[src/rtl/btu_pkg.sv]
package btu_pkg;
  localparam int PC_W = 16;
  localparam int BYTE_W = 8;

  typedef enum logic [2:0] {
    K_SHORT = 3'd0, K_LONG = 3'd1, K_PAGE = 3'd2, K_IND = 3'd3,
    K_LCALL = 3'd4, K_RET  = 3'd5, K_RETI = 3'd6, K_RSVD = 3'd7
  } kind_e;

  typedef enum logic [2:0] {
    A_NONE, A_JUMP, A_CALL, A_RET, A_RETI
  } act_e;

  typedef enum logic [2:0] {
    S_IDLE, S_PUSH_LO, S_PUSH_HI, S_POP_HI, S_POP_LO, S_POP_END
  } st_e;

  localparam logic [4:0] PAGE_JMP_PAT  = 5'b00001;
  localparam logic [4:0] PAGE_CALL_PAT = 5'b10001;

  // Which action a decoded class asks for
  function automatic act_e classify(kind_e k, logic [BYTE_W-1:0] opc);
    case (k)
      K_SHORT, K_LONG, K_IND: classify = A_JUMP;
      K_LCALL:                classify = A_CALL;
      K_RET:                  classify = A_RET;
      K_RETI:                 classify = A_RETI;
      K_PAGE: begin
        if (opc[4:0] == PAGE_JMP_PAT)       classify = A_JUMP;
        else if (opc[4:0] == PAGE_CALL_PAT) classify = A_CALL;
        else                                classify = A_NONE;
      end
      default:                classify = A_NONE;
    endcase
  endfunction

  function automatic logic [PC_W-1:0] rel_target(logic [PC_W-1:0] seq,
                                                 logic [BYTE_W-1:0] off);
    rel_target = seq + {{(PC_W-BYTE_W){off[BYTE_W-1]}}, off};
  endfunction

  function automatic logic [PC_W-1:0] page_target(logic [PC_W-1:0] seq,
                                                  logic [BYTE_W-1:0] opc,
                                                  logic [BYTE_W-1:0] lo);
    page_target = {seq[PC_W-1:11], opc[7:5], lo};
  endfunction

  function automatic logic [PC_W-1:0] ind_target(logic [PC_W-1:0] ptr,
                                                 logic [BYTE_W-1:0] a);
    ind_target = ptr + {{(PC_W-BYTE_W){1'b0}}, a};
  endfunction

  function automatic logic [PC_W-1:0] calc_target(kind_e k,
      logic [BYTE_W-1:0] opc, logic [BYTE_W-1:0] b1, logic [BYTE_W-1:0] b2,
      logic [PC_W-1:0] seq, logic [PC_W-1:0] ptr, logic [BYTE_W-1:0] a);
    case (k)
      K_SHORT:         calc_target = rel_target(seq, b1);
      K_LONG, K_LCALL: calc_target = {b1, b2};
      K_PAGE:          calc_target = page_target(seq, opc, b1);
      K_IND:           calc_target = ind_target(ptr, a);
      default:         calc_target = seq;
    endcase
  endfunction
endpackage

[src/rtl/btu_target.sv]
module btu_target
  import btu_pkg::*;
(
  input  logic [2:0]        kind,
  input  logic [BYTE_W-1:0] opc,
  input  logic [BYTE_W-1:0] b1,
  input  logic [BYTE_W-1:0] b2,
  input  logic [PC_W-1:0]   seq,
  input  logic [BYTE_W-1:0] acc,
  input  logic [PC_W-1:0]   dptr,
  output logic [PC_W-1:0]   target,
  output act_e              act
);
  kind_e k;
  always_comb begin
    k      = kind_e'(kind);
    act    = classify(k, opc);
    target = calc_target(k, opc, b1, b2, seq, dptr, acc);
  end
endmodule

[src/rtl/btu_stack_seq.sv]
module btu_stack_seq
  import btu_pkg::*;
#(
  parameter int SP_W = 8,
  parameter logic [SP_W-1:0] SP_RST = 8'h07
) (
  input  logic              clk,
  input  logic              rst_n,
  input  logic              start,
  input  act_e              act,
  input  logic [PC_W-1:0]   target,
  input  logic [PC_W-1:0]   seq,
  input  logic [BYTE_W-1:0] rdata,
  output logic [PC_W-1:0]   nxt_pc,
  output logic              pc_vld,
  output logic              busy,
  output logic              we,
  output logic              re,
  output logic [SP_W-1:0]   addr,
  output logic [BYTE_W-1:0] wdata,
  output logic              reti_done
);
  localparam logic [SP_W-1:0] SP_ONE = {{(SP_W-1){1'b0}}, 1'b1};

  st_e               st;
  logic [SP_W-1:0]   sp;
  logic [PC_W-1:0]   ret_q, tgt_q;
  logic [BYTE_W-1:0] hi_q;
  logic              is_reti;

  always_ff @(posedge clk or negedge rst_n) begin
    if (!rst_n) begin
      st      <= S_IDLE;
      sp      <= SP_RST;
      ret_q   <= '0;
      tgt_q   <= '0;
      hi_q    <= '0;
      is_reti <= 1'b0;
      nxt_pc  <= '0;
      pc_vld  <= 1'b0;
    end else begin
      pc_vld <= 1'b0;
      case (st)
        S_IDLE: if (start) begin
          case (act)
            A_JUMP: begin
              nxt_pc <= target;
              pc_vld <= 1'b1;
            end
            A_CALL: begin
              tgt_q <= target;
              ret_q <= seq;
              st    <= S_PUSH_LO;
            end
            A_RET, A_RETI: begin
              is_reti <= (act == A_RETI);
              st      <= S_POP_HI;
            end
            default: ;
          endcase
        end
        S_PUSH_LO: begin
          sp <= sp + SP_ONE;
          st <= S_PUSH_HI;
        end
        S_PUSH_HI: begin
          sp     <= sp + SP_ONE;
          nxt_pc <= tgt_q;
          pc_vld <= 1'b1;
          st     <= S_IDLE;
        end
        S_POP_HI: begin
          sp <= sp - SP_ONE;
          st <= S_POP_LO;
        end
        S_POP_LO: begin
          sp   <= sp - SP_ONE;
          hi_q <= rdata;
          st   <= S_POP_END;
        end
        S_POP_END: begin
          nxt_pc <= {hi_q, rdata};
          pc_vld <= 1'b1;
          st     <= S_IDLE;
        end
        default: st <= S_IDLE;
      endcase
    end
  end

  always_comb begin
    we        = (st == S_PUSH_LO) || (st == S_PUSH_HI);
    re        = (st == S_POP_HI) || (st == S_POP_LO);
    addr      = we ? sp + SP_ONE : sp;
    wdata     = (st == S_PUSH_LO) ? ret_q[BYTE_W-1:0] : ret_q[PC_W-1:BYTE_W];
    busy      = (st != S_IDLE);
    reti_done = (st == S_POP_END) && is_reti;
  end
endmodule

[src/rtl/btu_irq_levels.sv]
module btu_irq_levels #(
  parameter int NLVL = 2
) (
  input  logic            clk,
  input  logic            rst_n,
  input  logic            enter,
  input  logic            clr,
  output logic [NLVL-1:0] lvl
);
  logic [NLVL-1:0] after_clr, lvl_nx;

  always_comb begin
    after_clr = clr ? (lvl >> 1) : lvl;
    lvl_nx    = enter ? {after_clr[NLVL-2:0], 1'b1} : after_clr;
  end

  always_ff @(posedge clk or negedge rst_n) begin
    if (!rst_n) lvl <= '0;
    else        lvl <= lvl_nx;
  end
endmodule

[src/rtl/branch_target_unit.sv]
module branch_target_unit
  import btu_pkg::*;
#(
  parameter int NLVL = 2,
  parameter logic [7:0] SP_RST = 8'h07
) (
  input  logic        clk,
  input  logic        rst_n,
  input  logic        op_valid,
  input  logic [2:0]  op_kind,
  input  logic [7:0]  op_code,
  input  logic [7:0]  op_b1,
  input  logic [7:0]  op_b2,
  input  logic [15:0] seq_pc,
  input  logic [7:0]  acc,
  input  logic [15:0] dptr,
  input  logic        irq_enter,
  input  logic [7:0]  stk_rdata,
  output logic [15:0] nxt_pc,
  output logic        pc_vld,
  output logic        busy,
  output logic        stk_we,
  output logic        stk_re,
  output logic [7:0]  stk_addr,
  output logic [7:0]  stk_wdata,
  output logic [NLVL-1:0] irq_lvl
);
  logic [PC_W-1:0] target;
  act_e            act;
  logic            accept;
  logic            reti_done;

  assign accept = op_valid && !busy;

  btu_target u_target (
    .kind(op_kind), .opc(op_code), .b1(op_b1), .b2(op_b2),
    .seq(seq_pc), .acc(acc), .dptr(dptr), .target(target), .act(act)
  );

  btu_stack_seq #(.SP_W(8), .SP_RST(SP_RST)) u_seq (
    .clk(clk), .rst_n(rst_n), .start(accept), .act(act), .target(target),
    .seq(seq_pc), .rdata(stk_rdata), .nxt_pc(nxt_pc), .pc_vld(pc_vld),
    .busy(busy), .we(stk_we), .re(stk_re), .addr(stk_addr),
    .wdata(stk_wdata), .reti_done(reti_done)
  );

  btu_irq_levels #(.NLVL(NLVL)) u_lvl (
    .clk(clk), .rst_n(rst_n), .enter(irq_enter), .clr(reti_done), .lvl(irq_lvl)
  );
endmodule

[config.mk]
export PLATFORM = sky130hd
export DESIGN_NAME = branch_target_unit
export DESIGN_NICKNAME = d
export VERILOG_FILES = /design/src/rtl/btu_pkg.sv /design/src/rtl/btu_target.sv /design/src/rtl/btu_stack_seq.sv /design/src/rtl/btu_irq_levels.sv /design/src/rtl/branch_target_unit.sv
export SDC_FILE = /design/constraint.sdc
export NUM_CORES = 1
export LEC_CHECK = 0
export ABC_AREA = 1
export BUFFER_PORTS_ARGS = -buffer_cell sky130_fd_sc_hd__buf_2
export CAP_MARGIN = 5
export CORE_MARGIN = 2
export CORE_UTILIZATION = 35
export DETAILED_ROUTE_END_ITERATION = 10
export PLACE_DENSITY = 0.66
export SYNTH_ARGS = -nofsm -noshare
export SYNTH_HDL_FRONTEND = slang
export SYNTH_SLANG_ARGS = --single-unit
export TNS_END_PERCENT = 50
[constraint.sdc]
create_clock -name clk -period 1.9 [get_ports clk]
set_input_delay 0.095 -clock clk [delete_from_list [all_inputs] [get_ports clk]]
set_output_delay 0.095 -clock clk [all_outputs]
set_load 0.1 [all_outputs]
==> metrics.md, run 1 <==
| Metric | Value |
|---|---|
| Outcome | finished, violations left |
| Failing checks | negative setup slack |
| Max_slew headroom | 64.5% |
| Die height | 130 um |
| Via Count | 5,956 |
| Worst r2r src | u_seq.st[1]$_DFFE_PN0P_ |
| Final setup viols | 2 |
| Arr. time, crit path | 1.81 ns |
| Max frequency | 0.524 GHz |
| Clock Path Buffers | 2 |
| H-tree depth | 3 |
| Clk network pwr share | 11.7% |
| GRT Overall Usage | 21.2% |
| RSZ-0062 raised after global routing | yes |
| Worst setup path endpoint | stk_addr[7] |
| Seq pwr share | 21.5% |
| Via density | 4.99 |
| Sw Pwr | 7.07 mW |
| Pin count of the biggest net entering global routing | 40 |
| Detailed Route Iter0 Violations | 487 |
| Drt total wl | 17,600 um |
| R2R Setup Slk | 0.12 ns |
| Antenna violations before repair | 0 |
| Die area | 16,900 sq um |
| Syn. warnings | 0 |
| # diodes | 0 |
| Cell variety after synth | 40 |
| Setup ws final | -0.00679 ns |
| Comb pwr share | 66.8% |
| Starting Density | 35.4% |
| CP Class | reg -> out |
| FF-to-FF End | u_seq.nxt_pc[10]$_DFFE_PN0P_ |
| Io pins | 117 |
| Crit path max fanout | 4 |
| Setup TNS | -0.00885 ns |
| Total CTS buffers | 9 |
| Cell area after synthesis | 5560 sq um |
| Latest clock arrival within the worst-skew pair | 0.33 ns |
| Most frequent cells in the layout | nand2_1 (245), inv_1 (115), buf_2 (98) |
| Fillers | 1,616 |
| IO buf count | 116 |
| Post-synthesis sequential area ratio | 32.0% |
| Maximum VDD drop | 0.00142 V |
| Syn_nets | 928 |
| CTS tree | built |
| First-pass GRT wire length | 27,800 um |
| Syn_area_per_cell | 6.76 sq um |
| DR WL/cell | 14.8 um |
| Rows | 46 |
| Path depth of the worst reg2reg path | 9 |
| Share of cells above drive strength 1 | 24.3% |
| Clk slew on worst S/H paths | 0.06 ns |
| Final GP Congestion | 0.917 |
| Crit. Startpoint | u_seq.sp[0]$_DFFE_PN1P_ |
| Worst Setup End Kind | output pin |
| Fin util | 47.0% |
| Router iterations before antenna repair | 5 |
| Vias in the first global route | 5,453 |
| Worst Tran Pin Value | 0.533 ns |
| Fin crit period | 1.91 ns |
| Hold Vio Cnt, Final | 0 |
| Layout area overhead | 33.0% |
| Clk sinks | 71 |
| Internal power | 5.89 mW |
| Commonest non-fill, non-tap cell in the layout | nand2_1 |
| Die extent in x | 130 um |
| Net Sw Frac | 54.5% |
| Number of remaining DRC errors | 0 |
| Period utilization | 100% |
| Hold WC Path Type | in -> reg |
| Clk_skew | 0.00767 ns |
| Core Footprint | 15,700 sq um |
| Post-route ant nets | 0 |
| Max-capacitance violation count | 0 |
| Gr ovfl total | 0 |
| Root Buffer | clkbuf_16 |
| Post-DP HPWL | 14,200 um |
| Slew Viols, Final | 0 |
| P per Cell Area | 1760 nW/um^2 |
| #FFs+latches synth | 71 |
| Startpoint Class | register |
| Required @ worst endpoint | 1.80 ns |
| Leak | 3.87 nW |
| NumNets Final | 1,078 |
| Post-Syn Instances | 822 |
[registers in the layout, summed over array words and instances (netlist names)]
| name | cells |
|---|---|
| u_seq.ret_q | 16 |
| u_seq.pc_vld | 1 |
| u_lvl.lvl | 2 |
| u_seq.st | 3 |
| u_seq.sp | 8 |
| u_seq.hi_q | 8 |
| u_seq.is_reti | 1 |
| u_seq.nxt_pc | 16 |
| u_seq.tgt_q | 16 |
[layout make-up]
| cell class | instances | area [sq um] | share of cell area [%] |
|---|---|---|---|
| flip-flops and latches | 71 | 1780 | 24.1 |
| clock inverters | 6 | 38.8 | 0.525 |
| clock buffers | 10 | 229 | 3.10 |
| inverters | 125 | 478 | 6.47 |
| multi-input cells | 605 | 3350 | 45.4 |
| well taps | 216 | 270 | 3.66 |
| repair buffers | 160 | 1230 | 16.7 |
[routing by layer]
| layer | wire length [um] | global-route usage (%) | up-vias |
|---|---|---|---|
| li1 | - | - | 2979 |
| met1 | 7800 | 29.4 | 2744 |
| met2 | 8290 | 34.8 | 200 |
| met3 | 1100 | 2.83 | 33 |
| met4 | 440 | 6.26 | 0 |
| met5 | 0 | 0 | - |
[worst min-delay path by stage]
stage,from,to,slack [ns],cells after the start
final,stk_rdata[2],u_seq.hi_q[2]$_DFFE_PN0P_,0.04,3
after global routing,stk_rdata[4],u_seq.hi_q[4]$_DFFE_PN0P_,0.05,2
after CTS,stk_rdata[2],u_seq.hi_q[2]$_DFFE_PN0P_,0.04,3
after detailed placement,rst_n,u_seq.sp[4]$_DFFE_PN0P_,0.08,1
after global placement,rst_n,u_seq.sp[4]$_DFFE_PN0P_,0.08,1
after floorplan,rst_n,u_lvl.lvl[0]$_DFF_PN0_,-0.20,0
[worst max-delay path, stage by stage, from the launching register on]
cell and delay (ns):
dfstp_2 0.58, buf_4 0.13, nand4_4 0.10, nor2_4 0.18, nand3_4 0.11, xor2_4 0.17
buf_12 0.19
[power by group through the flow]
stage | logic (mW) | clock network [mW] | registers, mW
after floorplan | 4.83 | 0 | 3.91
after global placement | 8.33 | 0 | 2.78
after detailed placement | 8.41 | 0 | 2.79
after CTS | 8.60 | 1.54 | 2.77
after global routing | 9.21 | 1.62 | 2.86
final | 8.66 | 1.52 | 2.79
[repair_timing]
| item | in CTS | in global routing |
|---|---|---|
| gates cloned | 0 | 0 |
| endpoints found under the hold margin | 19 | 0 |
| hold buffers | 2 | 0 |
| resized for setup | 7 | 10 |
| pin swaps | 2 | 2 |
| setup buffers | 7 | 3 |
| endpoints found under the setup margin | 7 | 9 |
[kinds of logic after synthesis]
group                      count (synthesis)  share of synthesized area (%)
and+or+nand+nor                          441                           34.5
buffers and inverters                    146                           10.8
AOI/OAI and AO/OA                        114                           12.1
DFF                                       71                           32.0
adders and majority gates                 27                           6.35
muxes                                     12                           2.41
xor gates and xnor gates                  11                           1.73
[synth_stat cells, drive strengths merged]
library cell	number	area [sq um]
or2	8	50.1
a21oi	27	135
nor2	64	265
and2	3	18.8
nor3	5	30.0
nand4	6	43.8
xor2	10	87.6
and3	1	6.26
mux2i	1	10.0
fa	2	40.0
nor3b	1	7.51
nand2	249	937
a31oi	5	31.3
clkbuf	5	18.8
dfrtp	68	1700
o22ai	2	12.5
o211ai	6	45.0
o2111ai	3	26.3
ha	25	313
mux2	11	124
a22oi	7	52.6
nand3b	10	75.1
nand3	94	485
o21ai	53	273
inv	125	469
xnor2	1	8.76
buf	16	113
a221oi	11	96.3
dfstp	3	78.8
[metrics by stage]
| step | setup slack (ns) | power [mW] | hold slack (ns) | instances | area, sq um |
|---|---|---|---|---|---|
| after global routing | -0.0858 | 13.7 | 0.0453 | 1193 | 7390 |
| after global placement | -0.120 | 11.1 | 0.0815 | 1165 | 6980 |
| after detailed placement | -0.166 | 11.2 | 0.0848 | 1165 | 6980 |
| final | -0.00679 | 13.0 | 0.0408 | 1193 | 7390 |
| after floorplan | -0.160 | 8.74 | -0.201 | 822 | 5730 |
| after CTS | -0.0144 | 12.9 | 0.0368 | 1190 | 7340 |
Power figures use the tool's default switching activity.
==> run 2: changes to the inputs <==
Settings changed: CTS_BUF_LIST set to sky130_fd_sc_hd__clkbuf_2 sky130_fd_sc_hd__clkbuf_4 sky130_fd_sc_hd__clkbuf_8.
==> run 2 against run 1 <==
The run still ends with negative setup slack left. Worst setup slack worse by 0.026 ns. Utilization shrank 0.43 points. Via count is 0.12% lower. Total power fell by 2.8%. Wire length down 0.52%. Sequential power about the same. Register-to-register slack got worse by 0.06 ns. Final cell count is 0.17% higher. Critical endpoint is now stk_addr[5]. Largest cell class unchanged.
==> metrics.md, run 2 (synthesis gave the netlist of run 1 again) <==
| Metric | Value |
|---|---|
| Outcome | finished, violations left |
| Failing checks | negative setup slack |
| Post-DP HPWL | 14,200 um |
| # diodes | 0 |
| Internal power | 5.56 mW |
| Via Count | 5,949 |
| GRT Overall Usage | 21.1% |
| Setup ws final | -0.0330 ns |
| Clk_skew | 0.0153 ns |
| Clk network pwr share | 8.6% |
| Worst Tran Pin Value | 0.518 ns |
| RSZ-0062 raised after global routing | yes |
| Number of remaining DRC errors | 0 |
| Hold Vio Cnt, Final | 0 |
| Non-filler cells, final | 1,195 |
| Leak | 3.84 nW |
| Required @ worst endpoint | 1.80 ns |
| Pin count of the biggest net entering global routing | 40 |
| Setup TNS | -0.0706 ns |
| Max-capacitance violation count | 0 |
| Crit. Startpoint | u_seq.sp[1]$_DFFE_PN1P_ |
| Post-Place Cells | 1,165 |
| Startpoint Class | register |
| Total Power | 12.6 mW |
| Hold WC Path Type | in -> reg |
| Router iterations before antenna repair | 5 |
| DR WL/cell | 14.7 um |
| Clk slew on worst S/H paths | 0.09 ns |
| Share of cells above drive strength 1 | 24.7% |
| First-pass GRT wire length | 27,700 um |
| CTS tree | built |
| Dpl ws | -0.166 ns |
| P per Cell Area | 1720 nW/um^2 |
| Worst Setup End Kind | output pin |
| Crit path max fanout | 4 |
| Die height | 130 um |
| Layout area overhead | 31.8% |
| Period utilization | 102% |
| Die extent in x | 130 um |
| Starting Density | 35.4% |
| Post-Place Cell Area | 6980 sq um |
| Max_slew headroom | 65.5% |
| Maximum VDD drop | 0.00160 V |
| Worst r2r src | u_seq.st[1]$_DFFE_PN0P_ |
| Final setup viols | 3 |
| Core Footprint | 15,700 sq um |
| Root Buffer | clkbuf_8 |
| Clk sinks | 71 |
| Largest regs | u_seq.nxt_pc (16), u_seq.ret_q (16), u_seq.tgt_q (16) |
| Die area | 16,900 sq um |
| Final instance area | 7320 sq um |
| Comb pwr share | 69.4% |
| Detailed Route Iter0 Violations | 436 |
| Hold WS | 0.0187 ns |
| Arr. time, crit path | 1.84 ns |
| Total CTS buffers | 9 |
| Drt total wl | 17,500 um |
| Clock Path Buffers | 2 |
| NumNets Final | 1,080 |
| Vias in the first global route | 5,431 |
| H-tree depth | 3 |
| Slew Viols, Final | 0 |
| Most frequent cells in the layout | nand2_1 (245), inv_1 (114), buf_2 (98) |
| Io pins | 117 |
| IO buf count | 116 |
| Antenna violations before repair | 0 |
| Max frequency | 0.517 GHz |
| Post-route ant nets | 0 |
| Rows | 46 |
| Final GP Congestion | 0.917 |
| Seq pwr share | 22.0% |
| Net Sw Frac | 55.9% |
| Via density | 4.98 |
| Hold_sp | stk_rdata[2] |
| Gr ovfl total | 0 |
| Fin crit period | 1.93 ns |
| Commonest non-fill, non-tap cell in the layout | nand2_1 |
| Latest clock arrival within the worst-skew pair | 0.35 ns |
| Fin util | 46.6% |
| CP Class | reg -> out |
| Sw Pwr | 7.05 mW |
run 2: cell count changes in the layout (fill, tap and decap cells not counted), sizes merged:
cell    before  now
buf        158  160
clkinv       4    5
inv        124  123
run 2: layer usage:
layer  GRT usage [%]  wire length [um]  up-vias
met5               0                 0        -
met4            6.51               431        0
met3            2.83               993       31
met2            34.2              8160      189
met1            29.4              7960     2755
li1                -                 -     2974
run 2: what timing repair did:
action	4_1_cts	5_1_grt
hold endpoints to repair	19	0
gates resized for setup	7	13
gates cloned	0	0
pin swaps	3	1
buffers inserted	9	3
hold buffers	2	0
endpoints found under the setup margin	8	10
run 2: worst max-delay path, cell delays in order (launching register included):
cell,delay [ns]
dfstp_2,0.60
buf_4,0.14
nand4_4,0.11
nor2_4,0.15
xnor2_2,0.14
clkinvlp_4,0.15
buf_12,0.18
run 2: layout make-up:
class | count | area (sq um)
Timing Repair Buffer | 162 | 1250
Fill cell | 1627 | 8390
Sequential cell | 71 | 1780
Multi-Input combinational cell | 605 | 3370
Inverter | 125 | 477
Clock buffer | 10 | 131
Clock inverter | 6 | 38.8
Tap cell | 216 | 270
run 2: path summary, 6_finish.rpt:
| path | endpoint | slack, ns | depth (start not counted) |
|---|---|---|---|
| max in group asynchronous | u_seq.sp[1]$_DFFE_PN1P_ | 1.05 | 3 |
| min in group asynchronous | u_seq.sp[4]$_DFFE_PN0P_ | 0.23 | 2 |
| setup / recovery | stk_addr[5] | -0.03 | 6 |
| hold reg to reg | u_seq.ret_q[6]$_DFFE_PN0P_ | 0.48 | 2 |
| hold / removal | u_seq.hi_q[2]$_DFFE_PN0P_ | 0.02 | 3 |
| setup reg to reg | u_seq.nxt_pc[10]$_DFFE_PN0P_ | 0.06 | 10 |
run 2: power by group through the flow:
| stage | sequential (mW) | combinational [mW] | clock [mW] |
|---|---|---|---|
| CTS | 2.76 | 8.62 | 1.09 |
| global route | 2.86 | 9.28 | 1.17 |
| floorplan | 3.91 | 4.83 | 0 |
| global placement | 2.78 | 8.33 | 0 |
| detailed placement | 2.79 | 8.41 | 0 |
| finish | 2.78 | 8.75 | 1.08 |
==> run 3: changes to the inputs <==
Settings changed: ABC_CLOCK_PERIOD_IN_PS set to 2300.
Clock period 1.9 ns to 2.3 ns, I/O delays scaled along.
==> run 3 against run 2 <==
The run now ends clean. Via count fell by 4.1%. Sequential cell count did not move. Final cell count fell by 2.8%. Die area did not move. Total power fell by 26%. Register-to-register slack improved by 0.22 ns. First-iteration DRC count rose by 28%.
==> metrics.md, run 3 (synthesis gave the netlist of run 1 again) <==
| Metric | Value |
|---|---|
| Final instance area | 6740 sq um |
| Latest clock arrival within the worst-skew pair | 0.35 ns |
| CP max stage cell | dfrtp_1 |
| Crit path max fanout | 6 |
| Via density | 4.91 |
| Most frequent cells in the layout | nand2_1 (247), inv_1 (119), buf_2 (110) |
| WP buf/inv | 2 |
| Hold Vio Cnt, Final | 0 |
| Max_slew headroom | 57.3% |
| First-pass GRT wire length | 27,000 um |
| Clock Path Buffers | 2 |
| Largest regs | u_seq.nxt_pc (16), u_seq.ret_q (16), u_seq.tgt_q (16) |
| Worst Setup End Kind | output pin |
| Commonest non-fill, non-tap cell in the layout | nand2_1 |
| Period utilization | 93.5% |
| Post-DP HPWL | 13,500 um |
| Worst r2r src | u_seq.st[2]$_DFFE_PN0P_ |
| Starting Density | 35.4% |
| Gr ovfl total | 0 |
| DR WL/cell | 14.6 um |
| Post-Place Cells | 1,143 |
| Router iterations before antenna repair | 5 |
| Non-filler cells, final | 1,161 |
| GRT Overall Usage | 20.5% |
| Final GP Congestion | 0.920 |
| FF-to-FF End | u_seq.nxt_pc[11]$_DFFE_PN0P_ |
| Fillers | 1,677 |
| P per Cell Area | 1390 nW/um^2 |
| Hold depth | 3 |
| Core Footprint | 15,700 sq um |
| Drt total wl | 17,000 um |
| Setup ws final | 0.148 ns |
| Pin count of the biggest net entering global routing | 48 |
| Path depth of the worst reg2reg path | 8 |
| Die area | 16,900 sq um |
| Root Buffer | clkbuf_8 |
| Layout area overhead | 21.4% |
| Total Power | 9.38 mW |
| Hold WS | 0.0436 ns |
| Required @ worst endpoint | 2.18 ns |
| Hold WC Path Type | in -> reg |
| # diodes | 0 |
| Setup TNS | 0 ns |
| Vias in the first global route | 5,255 |
| Io pins | 117 |
| Max Used Layer | met4 |
| RSZ-0062 raised after global routing | no |
| CP Class | reg -> out |
| Number of remaining DRC errors | 0 |
| Total CTS buffers | 9 |
| Die extent in x | 130 um |
| Post-Place Cell Area | 6490 sq um |
| Worst stage delay on the critical path | 0.43 ns |
| CTS tree | built |
| Crit. Startpoint | u_seq.st[0]$_DFFE_PN0P_ |
| Slew Viols, Final | 0 |
| Max-capacitance violation count | 0 |
| WL met2 | 7960 um |
| Antenna violations before repair | 0 |
| Leak | 3.62 nW |
| Post-route ant nets | 0 |
| R2R Setup Slk | 0.28 ns |
| Worst Tran Pin Value | 0.640 ns |
| Via Count | 5,705 |
| Clk_skew | 0.0115 ns |
| H-tree depth | 3 |
| Share of cells above drive strength 1 | 20.1% |
| Met3 WL post-DR | 1010 um |
| Rows | 46 |
| Crit path max-delay family | simple AND/OR/NAND/NOR gates |
| Crit path depth | 8 |
| NumNets Final | 1,046 |
| Outcome | finished, final reports clean |
| Maximum VDD drop | 0.00131 V |
| Fin crit period | 2.15 ns |
| WL met1 | 7690 um |
| IO buf count | 116 |
| WHS Endpoint | u_seq.hi_q[0]$_DFFE_PN0P_ |
| Fin util | 42.9% |
| Arr. time, crit path | 2.04 ns |
| Hold_sp | stk_rdata[0] |
| Die height | 130 um |
| Detailed Route Iter0 Violations | 560 |
| Clk sinks | 71 |
| Max frequency | 0.465 GHz |
| Dpl ws | 0.201 ns |
| CP Cell Sequence | inv_2, nand3_2, nand2_2, nand4_2, nor2_2, nand3_1, xor2_2, buf_12 |
| Startpoint Class | register |
| Final setup viols | 0 |
| Clk slew on worst S/H paths | 0.08 ns |
run 3: cell types whose count changed in the layout (fill, tap and decap cells not counted), moves of 3 or more:
cell / previous run / this run
o21ai_2: 5 / 2
buf_12: 21 / 7
nand3_4: 3 / 0
buf_4: 38 / 9
clkinv_2: 4 / 0
clkbuf_8: 9 / 12
inv_1: 114 / 119
buf_2: 98 / 110
run 3: worst reg2reg max path, stage by stage, from the launching register on:
cell     delay, ns
dfrtp_1       0.42
inv_1         0.11
nand3_2       0.12
inv_2         0.11
nor2_4        0.40
o21ai_2       0.27
inv_2         0.26
nor2_1        0.08
a21oi_1       0.16
run 3: worst max path at each step:
stage,endpoint
floorplan,stk_addr[2]
global placement,u_seq.nxt_pc[4]$_DFFE_PN0P_
detailed placement,u_seq.nxt_pc[14]$_DFFE_PN0P_
CTS,stk_addr[7]
global route,stk_addr[7]
finish,stk_addr[7]
run 3: metal layers:
layer | vias up | global-route usage (%)
li1 | 2896 | -
met1 | 2617 | 28.5
met2 | 174 | 33.2
met3 | 18 | 2.87
met4 | 0 | 5.95
met5 | - | 0
run 3: layout make-up:
| cell class | instances | area, sq um | share of cell area [%] |
|---|---|---|---|
| clock buffers | 14 | 180 | 2.67 |
| clock inverters | 2 | 37.5 | 0.557 |
| inverters | 125 | 469 | 6.96 |
| multi-input cells | 605 | 3230 | 47.8 |
| flip-flops and latches | 71 | 1780 | 26.4 |
| well taps | 216 | 270 | 4.01 |
| repair buffers | 128 | 778 | 11.5 |
run 3: power breakdown:
group	switching (mW)	internal [mW]	total [mW]
Clock	0.469	0.615	1.08
Combinational	4.61	1.44	6.05
Sequential	0.382	1.87	2.25
run 3: repair_timing:
action,CTS,global route
hold endpoints to repair,24,0
buffers inserted,0,0
resized for setup,1,4
endpoints found under the setup margin,1,2
hold buffers,2,0
